**src/rtl/seg_lane_pkg.sv**
```systemverilog
package seg_lane_pkg;

    typedef enum logic [1:0] {
        ST_IDLE,
        ST_FIRST,
        ST_SECOND,
        ST_RESP
    } mau_state_e;

    typedef enum logic [1:0] {
        XF_EVEN_WORD,
        XF_EVEN_BYTE,
        XF_ODD_BYTE,
        XF_ODD_WORD
    } xfer_kind_e;

    function automatic xfer_kind_e classify(input logic is_word, input logic odd);
        if (is_word) return odd ? XF_ODD_WORD : XF_EVEN_WORD;
        return odd ? XF_ODD_BYTE : XF_EVEN_BYTE;
    endfunction

endpackage

```
**src/rtl/seg_lane_addr.sv**
```systemverilog
module seg_lane_addr #(
    parameter int SEG_W     = 16,
    parameter int OFF_W     = 16,
    parameter int SEG_SHIFT = 4
) (
    input  logic [SEG_W-1:0]           seg,
    input  logic [OFF_W-1:0]           off,
    output logic [SEG_W+SEG_SHIFT-1:0] phys
);
    localparam int ADDR_W = SEG_W + SEG_SHIFT;

    logic [ADDR_W-1:0] seg_base;
    logic [ADDR_W-1:0] off_ext;

    // Only the low ADDR_W bits of the sum are kept, so any carry out of the top bit is dropped.
    always_comb begin
        seg_base = {seg, {SEG_SHIFT{1'b0}}};
        off_ext  = {{(ADDR_W-OFF_W){1'b0}}, off};
        phys     = seg_base + off_ext;
    end
endmodule

```
**src/rtl/seg_lane_steer.sv**
```systemverilog
module seg_lane_steer
    import seg_lane_pkg::*;
#(
    parameter int LANE_W = 8
) (
    input  xfer_kind_e          kind,
    input  logic                second,
    input  logic [2*LANE_W-1:0] wdata,
    output logic                bhe_n,
    output logic [2*LANE_W-1:0] lane_data
);
    localparam int DATA_W = 2 * LANE_W;
    localparam logic [LANE_W-1:0] ZL = '0;

    always_comb begin
        bhe_n     = 1'b1;
        lane_data = '0;
        unique case (kind)
            XF_EVEN_WORD: begin
                bhe_n     = 1'b0;
                lane_data = wdata;
            end
            XF_EVEN_BYTE: begin
                lane_data = {ZL, wdata[LANE_W-1:0]};
            end
            XF_ODD_BYTE: begin
                bhe_n     = 1'b0;
                lane_data = {wdata[LANE_W-1:0], ZL};
            end
            XF_ODD_WORD: begin
                if (second) begin
                    lane_data = {ZL, wdata[DATA_W-1:LANE_W]};
                end else begin
                    bhe_n     = 1'b0;
                    lane_data = {wdata[LANE_W-1:0], ZL};
                end
            end
            default: ;
        endcase
    end
endmodule

```
**src/rtl/seg_lane_merge.sv**
```systemverilog
module seg_lane_merge
    import seg_lane_pkg::*;
#(
    parameter int LANE_W = 8
) (
    input  xfer_kind_e          kind,
    input  logic                second,
    input  logic [2*LANE_W-1:0] bus_rdata,
    input  logic [2*LANE_W-1:0] held,
    output logic [2*LANE_W-1:0] merged
);
    localparam int DATA_W = 2 * LANE_W;
    localparam logic [LANE_W-1:0] ZL = '0;

    always_comb begin
        merged = held;
        unique case (kind)
            XF_EVEN_WORD: merged = bus_rdata;
            XF_EVEN_BYTE: merged = {ZL, bus_rdata[LANE_W-1:0]};
            XF_ODD_BYTE:  merged = {ZL, bus_rdata[DATA_W-1:LANE_W]};
            XF_ODD_WORD: begin
                if (second) merged = {bus_rdata[LANE_W-1:0], held[LANE_W-1:0]};
                else        merged = {held[DATA_W-1:LANE_W], bus_rdata[DATA_W-1:LANE_W]};
            end
            default: ;
        endcase
    end
endmodule

```
**src/rtl/seg_lane_mau.sv**
```systemverilog
module seg_lane_mau
    import seg_lane_pkg::*;
#(
    parameter int SEG_W     = 16,
    parameter int OFF_W     = 16,
    parameter int SEG_SHIFT = 4,
    parameter int LANE_W    = 8
) (
    input  logic                          clk,
    input  logic                          rst_n,
    input  logic                          req_valid,
    output logic                          req_ready,
    input  logic [SEG_W-1:0]              req_seg,
    input  logic [OFF_W-1:0]              req_off,
    input  logic                          req_word,
    input  logic                          req_write,
    input  logic [2*LANE_W-1:0]           req_wdata,
    output logic                          rsp_valid,
    output logic [2*LANE_W-1:0]           rsp_rdata,
    output logic [SEG_W+SEG_SHIFT-1:0]    bus_addr,
    output logic                          bhe_n,
    output logic                          rd_n,
    output logic                          wr_n,
    output logic [2*LANE_W-1:0]           bus_wdata,
    input  logic [2*LANE_W-1:0]           bus_rdata
);
    localparam int ADDR_W = SEG_W + SEG_SHIFT;
    localparam int DATA_W = 2 * LANE_W;

    mau_state_e        state_q, state_d;
    xfer_kind_e        kind_q;
    logic              write_q;
    logic [DATA_W-1:0] wdata_q;
    logic [ADDR_W-1:0] phys_q;
    logic [ADDR_W-1:0] phys_inc;
    logic [ADDR_W-1:0] phys_d;
    logic [DATA_W-1:0] rdata_q;
    logic [DATA_W-1:0] merged;
    logic [DATA_W-1:0] lane_data;
    logic              lane_bhe_n;
    logic              in_cycle;
    logic              second;
    logic              accept;

    seg_lane_addr #(
        .SEG_W     (SEG_W),
        .OFF_W     (OFF_W),
        .SEG_SHIFT (SEG_SHIFT)
    ) addr_i (
        .seg  (req_seg),
        .off  (req_off),
        .phys (phys_d)
    );

    seg_lane_steer #(.LANE_W(LANE_W)) steer_i (
        .kind      (kind_q),
        .second    (second),
        .wdata     (wdata_q),
        .bhe_n     (lane_bhe_n),
        .lane_data (lane_data)
    );

    seg_lane_merge #(.LANE_W(LANE_W)) merge_i (
        .kind      (kind_q),
        .second    (second),
        .bus_rdata (bus_rdata),
        .held      (rdata_q),
        .merged    (merged)
    );

    assign accept   = req_valid && (state_q == ST_IDLE);
    assign in_cycle = (state_q == ST_FIRST) || (state_q == ST_SECOND);
    assign second   = (state_q == ST_SECOND);
    assign phys_inc = phys_q + ADDR_W'(1);

    // Next-state logic.
    always_comb begin
        state_d = state_q;
        unique case (state_q)
            ST_IDLE:   if (req_valid) state_d = ST_FIRST;
            ST_FIRST:  state_d = (kind_q == XF_ODD_WORD) ? ST_SECOND : ST_RESP;
            ST_SECOND: state_d = ST_RESP;
            ST_RESP:   state_d = ST_IDLE;
            default:   state_d = ST_IDLE;
        endcase
    end

    // State register and request capture.
    always_ff @(posedge clk or negedge rst_n) begin
        if (!rst_n) begin
            state_q <= ST_IDLE;
            kind_q  <= XF_EVEN_WORD;
            write_q <= 1'b0;
            wdata_q <= '0;
            phys_q  <= '0;
            rdata_q <= '0;
        end else begin
            state_q <= state_d;
            if (accept) begin
                kind_q  <= classify(req_word, phys_d[0]);
                write_q <= req_write;
                wdata_q <= req_wdata;
                phys_q  <= phys_d;
            end
            if (in_cycle && !write_q) rdata_q <= merged;
        end
    end

    // Outputs.
    always_comb begin
        req_ready = (state_q == ST_IDLE);
        rsp_valid = (state_q == ST_RESP);
        rsp_rdata = rdata_q;
        bus_addr  = '0;
        bhe_n     = 1'b1;
        rd_n      = 1'b1;
        wr_n      = 1'b1;
        bus_wdata = '0;
        if (in_cycle) begin
            bus_addr = second ? phys_inc : phys_q;
            bhe_n    = lane_bhe_n;
            rd_n     = write_q;
            wr_n     = !write_q;
            if (write_q) bus_wdata = lane_data;
        end
    end
endmodule

```
**config.mk**
```make
export PLATFORM = sky130hd
export DESIGN_NAME = seg_lane_mau
export DESIGN_NICKNAME = d
export VERILOG_FILES = /design/src/rtl/seg_lane_pkg.sv /design/src/rtl/seg_lane_addr.sv /design/src/rtl/seg_lane_steer.sv /design/src/rtl/seg_lane_merge.sv /design/src/rtl/seg_lane_mau.sv
export SDC_FILE = /design/constraint.sdc
export NUM_CORES = 1
export LEC_CHECK = 0
export CORE_MARGIN = 2
export CORE_UTILIZATION = 26
export CTS_BUF_LIST = sky130_fd_sc_hd__clkbuf_4 sky130_fd_sc_hd__clkbuf_8
export CTS_CLUSTER_SIZE = 16
export DETAILED_ROUTE_END_ITERATION = 8
export PLACE_DENSITY_LB_ADDON = 0.15
export RECOVER_POWER = 25
export SLEW_MARGIN = 20
export SYNTH_ARGS = -nofsm -noshare
export SYNTH_HDL_FRONTEND = slang
export SYNTH_SLANG_ARGS = --single-unit
```
**constraint.sdc**
```tcl
create_clock -name clk -period 2.8 [get_ports clk]
set_input_delay 0.56 -clock clk [delete_from_list [all_inputs] [get_ports clk]]
set_output_delay 0.56 -clock clk [all_outputs]
set_load 0.05 [all_outputs]
```
After elaboration in Yosys (flattened, before gate mapping)
Index checks and enable logic that the tools add are counted.
{"block": "totals", "rom_bits": 0, "latch_bits": 0, "mem_bits_rw": 0, "memories": 0, "regBits": 57, "word_cells": 49}
{"block": "op_classes", "n_mux": 22, "addsub": 2, "bitwise_logic": 0, "n_lt_le_gt_ge": 0, "mul": 0, "reduce_logical": 9, "eq_ne": 9, "div": 0, "shifts": 0}
{"cell": "$pmux 16 s4", "n": 2}
{"cell": "$mux 16", "n": 4}
{"cell": "$mux 20", "n": 2}
{"cell": "$add 20x1->20 const B", "n": 1}
{"cell": "$add 20x16->20", "n": 1}
{"cell": "$mux 2", "n": 5}
{"cell": "$eq 2x2->1 const B", "n": 4}
{"cell": "$pmux 2 s4", "n": 1}
{"cell": "$mux 1", "n": 7}
{"cell": "$ne 2x2->1 const B", "n": 3}
{"cell": "$eq 2x1->1 const B", "n": 2}
{"cell": "$logic_not 2->1", "n": 2}
{"cell": "$reduce_and 2->1", "n": 2}
{"cell": "$logic_and 1x1->1", "n": 2}
{"cell": "$pmux 1 s2", "n": 1}
{"cell": "$reduce_or 2->1", "n": 1}
{"cell": "$logic_not 1->1", "n": 1}
{"cell": "$logic_or 1x1->1", "n": 1}

Longest topological paths before layout
Gate-level depths: netlist of run 1.
{"block": "logic_depth", "depth_word": 5, "ltp_mapped": 9, "depth_no_buf": 8}

Hierarchy
From an unflattened synthesis of run 1, not the netlist that was laid out.
{"block": "unflattened", "cells_unflattened": 438, "hier_area_um2": 4265.3}
{"mod": "seg_lane_mau", "area_each_um2": 2775.2, "cells_each": 233, "n_inst": 1}
{"mod": "seg_lane_addr", "area_each_um2": 820.8, "cells_each": 108, "n_inst": 1}
{"mod": "seg_lane_merge", "area_each_um2": 434.2, "cells_each": 57, "n_inst": 1}
{"mod": "seg_lane_steer", "area_each_um2": 235.2, "cells_each": 40, "n_inst": 1}

Worst setup path before layout of run 1
No wires, ideal clock.
{"block": "synth_timing", "path_type": "reg-to-output", "startpoint": "register state_q[0]", "endpoint": "output port bus_addr[19]", "t_required_ns": 2.240, "stages_incl_launch_ff": 9, "path_slack_ns": -0.447, "t_arrival_ns": 2.687, "path_cell_list": "dfrtp_1 > inv_1 > ha_1 > buf_6 > and4_4 > nand4_4 > or4_4 > or3_1 > a21boi_1"}
{"block": "synth_via", "elab_chain_cells": 3, "word_cells_on_any_way": 5, "cone_classes": "eq/ne: 2; mux: 2; reduce/logical: 1"}
{"element": "start, declared", "line": "seg_lane_mau.sv:30", "rtl": "mau_state_e state_q, state_d;"}
{"element": "start signal, assigned", "line": "seg_lane_mau.sv:98", "rtl": "state_q <= state_d;"}
{"element": "$eq 2x2->1 / $eq 2x1->1 (equally long branches)", "line": "seg_lane_mau.sv:72, seg_lane_mau.sv:73"}
{"element": "$mux 20 / $logic_or 1x1->1 (equally long branches)", "line": "seg_lane_mau.sv:120, seg_lane_mau.sv:72"}
{"element": "$mux 20 (*)", "line": "seg_lane_mau.sv:119", "rtl": "if (in_cycle) begin"}
{"element": "end, declared", "line": "seg_lane_mau.sv:20", "rtl": "output logic [SEG_W+SEG_SHIFT-1:0] bus_addr,"}
Every way passes the cells marked *; elsewhere a longest branch is shown, timed or not.

Final worst setup path of run 1
{"block": "layout_timing", "startpoint": "register state_q[0]", "endpoint": "output port bus_addr[17]"}
The elaborated chain is that of the path after synthesis.

==> results.ini, run 1 <==
[status]
status = complete, but fails checks
failed_checks = setup timing

[synth]
synth_cells = 396
synthDominantCellAreaShare_pct = 38.8
yosysUniqueCellTypes = 47
yosysTopAreaCell = dfrtp_1
synth-xor-area-share_pct = 7.51
synth_top_family_by_area = compound AO/OA/AOI/OAI gates
synth_compound_area_share_pct = 18.5
async_flop_share_pct = 100
synth_adder_area_share_pct = 6.44
syn_area_per_cell_um2 = 9.13
synth_area_um2 = 3620
synth-edff-count = 0
synth_mux_area_share_pct = 7.72
synth_nets = 483
yosys.area_share.simple_pct = 18.2
ys_seq_area_share_pct = 38.8
yosys_register_bits = 56
synth_ff_type = dfrtp_1
synth_area_leaders = dfrtp_1 39%, mux2_2 7.2%, nand2_1 6.4%
yosys_warnings = 0

[power_and_ir_drop]
ir_drop_v = 0.000370
finalPower_mw = 7.32
p_per_area_nw_per_um2 = 1270
p_leak_nw = 2.39

[detailed_routing]
wl_met1_um = 4650
drtPass1Iterations = 4
routed_via_density = 4.73
highest_layer = met4
wl_per_cell_um = 15.2
dr_wl_met3_um = 551
wl_um = 10900
final_antenna_net_count = 0
drt_iter0_markers = 137
vias = 3399
drc = 0
route.met2.wl_um = 5590

[sta]
max_freq_mhz = 339
tns_ns = -0.588
worst_pin_slew_ns = 1.26
max_slew_margin_pct = 16.2
drv_slew = 0
skew_ns = 0.00654
rsz0062_at_grt = true
hold_violations = 0
setup_viol = 6
min_period_ns = 2.95
min_period_over_period_pct = 105
setup_slack_ns = -0.152

[die]
die_area_um2 = 14900
die_w_um = 122
initial_core_util_pct = 26.4
fp-row-count = 43
die_y_um = 122
core_area_um2 = 13700
io_pins = 126

[placed_design]
gp_congestion = 0.826
placed_area_um2 = 5550
placed_cells = 706
port_buffers = 125
place_hpwl_um = 8460

[cts]
numCtsBuffers = 5
clk_path_buf_depth = 2
root_buffer = clkbuf_8
clkSinkCount = 56
cts_tree = yes
htree_num_levels = 2
ctsHoldBuffers = 0
clk_pin_slew_ns = 0.10
clk_latency_ns = 0.31

[global_route]
grt_pass1_wl_um = 17300
track_usage_pct = 14.6
overflow = 0
grt_antenna_before_repair = 0
grt_max_degree = 34
grt_pass1_vias = 3359

[layout]
drive_gt1_share_pct = 22.5
final-seq-area_um2 = 1400
postLayoutCellArea_um2 = 5750
nets = 624
fin_util_pct = 41.9
fill_cells = 1372
final_cells = 718
diodes = 0
area_growth_pct = 59.0
multi_input_area_um2 = 2210

[worst_setup_path]
cp_cell_sequence = inv_2 > ha_4 > and4_4 > nand4_4 > or4_4 > or3_4 > a21boi_4 > buf_12
crit_type = reg2out
cp_max_fo = 4
cpMaxStageDelayCell = or4_4
reg2reg_depth = 8
cp-end-kind = primary output
startpoint_type = flop
cp.required_ns = 2.24
slowest_delay_ns = 0.46
arrival_ns = 2.39

[worst_hold_path]
hold_path.class = in2async

[run]
drv_cap = 0

path summary, 6_finish.rpt:
kind	start	to	slack, ns
max	state_q[0]$_DFFE_PN0P_	bus_addr[17]	-0.15
min	rst_n	phys_q[4]$_DFFE_PN0P_	0.41
max reg2reg	state_q[0]$_DFFE_PN0P_	rsp_rdata[12]$_DFFE_PN0P_	0.54
min reg2reg	rsp_rdata[9]$_DFFE_PN0P_	rsp_rdata[9]$_DFFE_PN0P_	0.49
max in group asynchronous	rst_n	rsp_rdata[15]$_DFFE_PN0P_	0.72
min in group clk	rsp_rdata[9]$_DFFE_PN0P_	rsp_rdata[9]$_DFFE_PN0P_	0.49
where the power goes:
group | switching [mW] | internal (mW)
registers | 0.364 | 1.20
clock network | 0.270 | 0.212
logic | 3.00 | 2.28
total | 3.63 | 3.69
stage by stage:
stage | setup slack (ns) | hold slack (ns)
after global placement | -0.0708 | 0.466
after detailed placement | -0.0992 | 0.475
after global routing | -0.246 | 0.490
after floorplan | -0.151 | 0.264
final | -0.152 | 0.406
after CTS | -0.259 | 0.181
worst max-delay path, delay by kind of cell, from the launching register on:
kind / cells / cell delay, ns
adders and majority gates: 1 / 0.14
buffers and inverters: 2 / 0.24
and+or+nand+nor: 4 / 1.14
DFF: 1 / 0.40
AOI/OAI and AO/OA: 1 / 0.15
cell usage after synthesis, types with 3 or more instances:
library cell	instances
and3_1	5
nand2_1	62
clkbuf_1	14
o31ai_1	3
xnor2_1	22
o21ai_0	39
nor3_1	4
nor2_1	16
inv_1	8
nand3_1	16
dfrtp_1	56
ha_1	17
a22oi_1	25
a21oi_1	18
a21o_1	4
or3_1	3
mux2_2	23
and2_1	16
xor2_1	9
nor2b_1	3
repair_timing:
item / CTS / global route
pin swaps: 5 / 2
endpoints found under the hold margin: 0 / 0
setup endpoints to repair: 17 / 21
buffers inserted: 3 / 1
cloned: 0 / 0
resized for setup: 10 / 11
cell type report:
type                       instances  area share (%)
sequential                        56            24.4
inverter                           9           0.587
clock inverter                     1           0.131
clock buffer                       7            1.57
timing repair buffer             150            30.9
multi-input combinational        315            38.5
tap                              180            3.92
layer usage:
layer,track usage [%],vias to the layer above
met5,0,-
li1,-,1695
met3,2.76,6
met4,3.23,0
met1,18.1,1616
met2,26.2,82
cell families (layout without fill, tap and decap cells):
logic type | after synthesis | after routing
DFF | 56 | 56
xor gates and xnor gates | 31 | 31
and+or+nand+nor | 136 | 136
buffers and inverters | 25 | 167
AOI/OAI and AO/OA | 105 | 105
muxes | 25 | 25
adders and majority gates | 18 | 18
placed cells by master, fill, tap and decap left out, types with 2 or more instances in the layout:
| cell type | netlist | layout |
|---|---|---|
| a21boi_4 | 0 | 2 |
| a21o_1 | 4 | 4 |
| xnor2_1 | 22 | 22 |
| nor3_1 | 4 | 2 |
| ha_1 | 17 | 16 |
| a21oi_1 | 18 | 18 |
| clkbuf_1 | 14 | 3 |
| mux2i_1 | 2 | 2 |
| nand3_1 | 16 | 14 |
| nor2b_1 | 3 | 2 |
| clkdlybuf4s50_1 | 0 | 85 |
| o221ai_1 | 2 | 2 |
| buf_4 | 0 | 26 |
| dfrtp_1 | 56 | 56 |
| o21ai_0 | 39 | 37 |
| a22oi_1 | 25 | 25 |
| and2_1 | 16 | 10 |
| xor2_1 | 9 | 8 |
| nand4_1 | 2 | 2 |
| clkbuf_8 | 0 | 6 |
| and3_1 | 5 | 4 |
| o31ai_1 | 3 | 3 |
| nand2_1 | 62 | 60 |
| nand2_2 | 0 | 2 |
| buf_12 | 0 | 36 |
| mux2_2 | 23 | 23 |
| nand3_2 | 0 | 2 |
| o21ai_1 | 1 | 3 |
| and2_4 | 0 | 6 |
| nor2_1 | 16 | 16 |
| or3_4 | 0 | 2 |
| nand2b_1 | 2 | 2 |
| o21a_1 | 2 | 2 |
| inv_1 | 8 | 7 |
state kept, by name, summed over array words and instances (netlist names):
register   flops
phys_q        20
rsp_rdata     16
wdata_q       16
state_q        2
kind_q         1
write_q        1
(Power assumes the default switching activity.)
==> inputs of run 2 (changes only) <==
TNS_END_PERCENT = 50   (was not set)
==> run 2 against run 1 <==
  * The flow finishes with violations (capacitance limit, slew limit, setup timing)
  * Sequential power hardly changed
  * First-iteration DRC count is 39% higher
  * Clock power is 1% lower
  * Non-clock buffer count is 1 lower
  * Largest cell class unchanged
==> results.ini, run 2 (same netlist as run 1, synthesis figures left out) <==
[layout]
largest_register_ffs = 20  ; unchanged
regMostFlops = phys_q
layout_commonest_cell = clkdlybuf4s50_1
diodes = 0  ; unchanged
drive_gt1_share_pct = 23.1  ; +0.60 points
nets = 623  ; -0.16%
final_cell_mix = 85 x clkdlybuf4s50_1, 60 x nand2_1, 55 x dfrtp_1
area_growth_pct = 59.3

[sta]
min_period_over_period_pct = 106  ; +0.35 points
worst_pin_slew_ns = 1.63  ; +0.371 ns
min_period_ns = 2.96  ; +0.00970 ns
hold_violations = 0  ; unchanged
rsz0062_at_grt = true
drv_slew = 29  ; +29
skew_ns = 0.0128  ; +0.00628 ns
setup_viol = 3  ; -3
max_slew_margin_pct = -8.55  ; -25 points
max_freq_mhz = 338  ; -0.33%
setup_slack_ns = -0.162  ; -0.00970 ns

[detailed_routing]
dr_wl_met3_um = 601  ; +9.1%
drtPass1Iterations = 6  ; +2
final_antenna_net_count = 0  ; unchanged
route.met2.wl_um = 5400  ; -3.5%
routed_via_density = 4.72  ; -0.33%
drc = 0  ; unchanged
drt_iter0_markers = 190  ; +39%
wl_um = 10800  ; -0.41%
highest_layer = met4
wl_per_cell_um = 15.1  ; -0.27%
vias = 3383  ; -0.47%
wl_met1_um = 4700  ; +1.2%

[power_and_ir_drop]
p_int_mw = 3.64  ; -1.3%
p_leak_nw = 2.39  ; about the same
seqPwrFrac_pct = 21.4  ; about the same
p_clk_share_pct = 6.5  ; about the same
p_per_area_nw_per_um2 = 1260  ; -0.73%
swShare_pct = 50.0  ; +0.40 points
netSwitchingPower_mw = 3.64  ; +0.27%
finalPower_mw = 7.28  ; -0.54%
ir_drop_v = 0.000427  ; +15%
power.share.combinational_pct = 72.0  ; about the same

[placed_design]
port_buffers = 125  ; unchanged
place_hpwl_um = 8440  ; -0.29%
dp_slack_ns = -0.0884  ; +0.0108 ns
gp_congestion = 0.838  ; +1.4%

[worst_hold_path]
hold_path.class = reg2reg

[cts]
root_buffer = clkbuf_8
cts_tree = yes
ctsHoldBuffers = 0  ; unchanged
numCtsBuffers = 5  ; unchanged
clkSinkCount = 56  ; unchanged
htree_num_levels = 2  ; unchanged
clk_pin_slew_ns = 0.10  ; about the same
clk_latency_ns = 0.32  ; about the same
clk_path_buf_depth = 2  ; unchanged

[run]
drv_cap = 1  ; +1

[global_route]
grt_max_degree = 29  ; -15%
track_usage_pct = 14.4  ; -0.17 points
grt_antenna_before_repair = 0  ; unchanged
grt_pass1_wl_um = 17000  ; -1.4%
overflow = 0  ; unchanged
grt_pass1_vias = 3320  ; -1.2%

[status]
failed_checks = capacitance limit, slew limit, setup timing
status = complete, but fails checks

[worst_setup_path]
cp.required_ns = 2.24  ; about the same
startpoint_type = flop
cp_max_fo = 4  ; unchanged
crit_type = reg2out
cp-end-kind = primary output
arrival_ns = 2.40  ; about the same

[die]
initial_core_util_pct = 26.4  ; unchanged
die_area_um2 = 14900  ; unchanged
die_y_um = 122  ; unchanged
die_w_um = 122  ; unchanged
io_pins = 126  ; unchanged
fp-row-count = 43  ; unchanged
core_area_um2 = 13700  ; unchanged

==> run 2: critical path, cell delays in order, from the launching register on <==
cell	delay, ns
dfrtp_1	0.40
inv_2	0.07
ha_4	0.13
and4_4	0.22
nand4_4	0.11
or4_4	0.47
or3_4	0.34
a21boi_2	0.19
buf_12	0.15
==> run 2: metal layers <==
metal | track usage, % | vias up
met5 | 0 | -
li1 | - | 1688
met4 | 3.95 | 0
met3 | 2.53 | 9
met2 | 24.9 | 99
met1 | 18.6 | 1587
==> run 2: repair_timing <==
action,CTS,global route
endpoints found under the setup margin,14,27
setup buffers,2,2
pin swaps,5,5
resized for setup,8,20
==> run 2: metrics by stage <==
step / utilization [%] / hold slack, ns / instance area (µm²) / instances / TNS, ns
finish: 42.0 / 0.492 / 5760 / 717 / -0.359
global route: 42.0 / 0.521 / 5760 / 717 / -0.815
CTS: 41.4 / 0.272 / 5680 / 715 / -1.05
detailed placement: 40.3 / 0.473 / 5530 / 705 / -0.225
global placement: 40.3 / 0.466 / 5530 / 705 / -0.107
floorplan: - / 0.264 / 3620 / 396 / -0.311
==> run 2: power groups by stage <==
stage	clock network, mW	logic (mW)	registers (mW)
5_1_grt	0.539	5.57	1.63
6_report	0.476	5.25	1.56
2_1_floorplan	0	2.69	1.79
3_3_place_gp	0	5.15	1.55
4_1_cts	0.504	5.23	1.55
3_5_place_dp	0	5.16	1.56
==> run 2: path summary, 6_finish.rpt <==
kind / start / end / slack (ns) / depth (start not counted)
min: rsp_rdata[2]$_DFFE_PN0P_ / rsp_rdata[2]$_DFFE_PN0P_ / 0.49 / 2
max in group asynchronous: rst_n / state_q[1]$_DFFE_PN0P_ / 0.69 / 2
min in group asynchronous: rst_n / rsp_rdata[8]$_DFFE_PN0P_ / 0.63 / 1
min reg2reg: rsp_rdata[2]$_DFFE_PN0P_ / rsp_rdata[2]$_DFFE_PN0P_ / 0.49 / 2
max: state_q[0]$_DFFE_PN0P_ / bus_addr[17] / -0.16 / 8
max reg2reg: state_q[0]$_DFFE_PN0P_ / rsp_rdata[4]$_DFFE_PN0P_ / 0.74 / 7
==> run 2: cell type report <==
class / instances / area (µm²)
clock inverter: 3 / 26.3
multi-input combinational: 315 / 2230
inverter: 9 / 33.8
sequential: 56 / 1400
fill: 1351 / 7960
tap: 180 / 225
timing repair buffer: 149 / 1770
clock buffer: 5 / 68.8
==> inputs of run 3 (changes only) <==
CAP_MARGIN = 20   (was not set)
CORE_ASPECT_RATIO = 0.75   (was not set)
==> run 3 against run 2 <==
  * The run ends with DRC, setup timing left
  * Routed wire length grew 4.2%
  * First-iteration DRC count decreased by 21%
  * Power is 2.3% higher
  * Maximum frequency down 2.3%
  * Highest routed layer unchanged
==> results.ini, run 3 (same netlist as run 1, synthesis figures left out) <==
[power_and_ir_drop]
p_leak_nw = 2.42  ; +1.4%
ir_drop_v = 0.000810  ; +90%
p_per_area_nw_per_um2 = 1270  ; +0.65%

[layout]
fin_util_pct = 42.9  ; +0.90 points
final_cell_mix = 85 x clkdlybuf4s50_1, 60 x nand2_1, 56 x dfrtp_1
drive_gt1_share_pct = 26.5  ; +3.4 points
regMostFlops = phys_q
diodes = 0  ; unchanged
area_growth_pct = 62.0
largest_register_ffs = 20  ; unchanged
nets = 625  ; +0.32%
layout_commonest_cell = clkdlybuf4s50_1

[global_route]
grt_pass1_wl_um = 18000  ; +6.1%
overflow = 0  ; unchanged
track_usage_pct = 15.1  ; +0.68 points
grt_antenna_before_repair = 0  ; unchanged
grt_max_degree = 57  ; +97%
grt_pass1_vias = 3467  ; +4.4%

[sta]
max_slew_margin_pct = 2.09  ; +11 points
tns_ns = -0.935  ; -0.576 ns
rsz0062_at_grt = true
drv_slew = 0  ; -100%
hold_violations = 0  ; unchanged
setup_viol = 8  ; +5
skew_ns = 0.0105  ; -0.00230 ns
min_period_ns = 3.03  ; +0.0686 ns
min_period_over_period_pct = 108  ; +2.5 points
max_freq_mhz = 330  ; -2.3%
worst_pin_slew_ns = 1.47  ; -0.160 ns
setup_slack_ns = -0.231  ; -0.0686 ns

[cts]
clkSinkCount = 56  ; unchanged
htree_num_levels = 2  ; unchanged
clk_path_buf_depth = 2  ; unchanged
clk_latency_ns = 0.32  ; about the same
root_buffer = clkbuf_8
numCtsBuffers = 5  ; unchanged
cts_tree = yes
clk_pin_slew_ns = 0.11  ; about the same

[die]
initial_core_util_pct = 26.5  ; +0.12 points
fp-row-count = 37  ; -14%
die_y_um = 106  ; -13%
io_pins = 126  ; unchanged
die_w_um = 140  ; +15%
core_area_um2 = 13700  ; -0.46%
die_area_um2 = 14900  ; about the same

[placed_design]
place_hpwl_um = 8410  ; -0.30%
gp_congestion = 0.892  ; +6.4%
port_buffers = 125  ; unchanged
dp_slack_ns = -0.171  ; -0.0822 ns

[detailed_routing]
drt_iter0_markers = 150  ; -21%
routed_via_density = 4.83  ; +2.3%
vias = 3448  ; +1.9%
wl_per_cell_um = 15.8  ; +4.6%
drtPass1Iterations = 7  ; +1
drc = 4  ; +4
wl_um = 11300  ; +4.2%
final_antenna_net_count = 0  ; unchanged

[status]
failed_checks = DRC, setup timing
status = complete, but fails checks

[worst_setup_path]
startpoint_type = flop
cp-end-kind = primary output
reg2reg_slack_ns = 0.46  ; -0.28 ns
cp_max_fo = 5  ; +1
crit_type = reg2out
cp.required_ns = 2.24  ; about the same
arrival_ns = 2.47  ; +0.07 ns

[run]
drv_cap = 0  ; -1

[worst_hold_path]
hold_path.class = reg2reg

run 3: final timing paths:
kind                                           start                         to  cells after the start
setup / recovery              state_q[0]$_DFFE_PN0P_               bus_addr[17]                      8
hold / removal             rsp_rdata[10]$_DFFE_PN0P_  rsp_rdata[10]$_DFFE_PN0P_                      2
setup reg to reg              state_q[0]$_DFFE_PN0P_  rsp_rdata[11]$_DFFE_PN0P_                      8
hold reg to reg            rsp_rdata[10]$_DFFE_PN0P_  rsp_rdata[10]$_DFFE_PN0P_                      2
max in group asynchronous                      rst_n      phys_q[3]$_DFFE_PN0P_                      2
min in group asynchronous                      rst_n   rsp_rdata[4]$_DFFE_PN0P_                      2
run 3: power by group:
part	internal, mW	switching [mW]
clock network	0.189	0.291
registers	1.19	0.395
logic	2.31	3.07
total	3.70	3.75
run 3: final cells by class:
| type | count | area [µm²] |
|---|---|---|
| Clock buffer | 6 | 76.3 |
| Inverter | 9 | 33.8 |
| Tap cell | 175 | 219 |
| Sequential cell | 56 | 1400 |
| Timing Repair Buffer | 151 | 1800 |
| Fill cell | 1328 | 7800 |
| Multi-Input combinational cell | 315 | 2310 |
| Clock inverter | 2 | 16.3 |
run 3: what timing repair did:
item                                    in CTS  in global routing
hold buffers                                 0                  0
gates resized for setup                     17                 31
endpoints found under the setup margin      15                 30
setup buffers                                5                  3
pin swaps                                    9                 13
cloned                                       0                  0
run 3: worst max-delay path, cell delays in order (launching register included):
cell and delay (ns):
dfrtp_1 0.40, inv_2 0.08, ha_4 0.15, and4_4 0.23, nand4_4 0.10, or4_4 0.48
or3_4 0.36, a21boi_4 0.19, buf_12 0.15
run 3: metrics by stage:
step                total power [mW]  cell area (µm²)  instances  hold slack (ns)
finish                          7.45             5860        714            0.494
global route                    7.89             5860        714            0.534
CTS                             7.35             5720        712            0.406
detailed placement              6.72             5520        699            0.475
global placement                6.67             5520        699            0.464
floorplan                       4.47             3620        396            0.264
run 3: metal layers:
metal | up-vias | wire length (µm) | share of wire (%) | GRT usage, %
met4 | 0 | 146 | 1.3 | 3.82
met5 | - | 0 | 0 | 0
met3 | 8 | 506 | 4.5 | 2.93
met1 | 1663 | 5490 | 49 | 21.5
met2 | 77 | 5160 | 46 | 23.6
li1 | 1700 | - | - | -
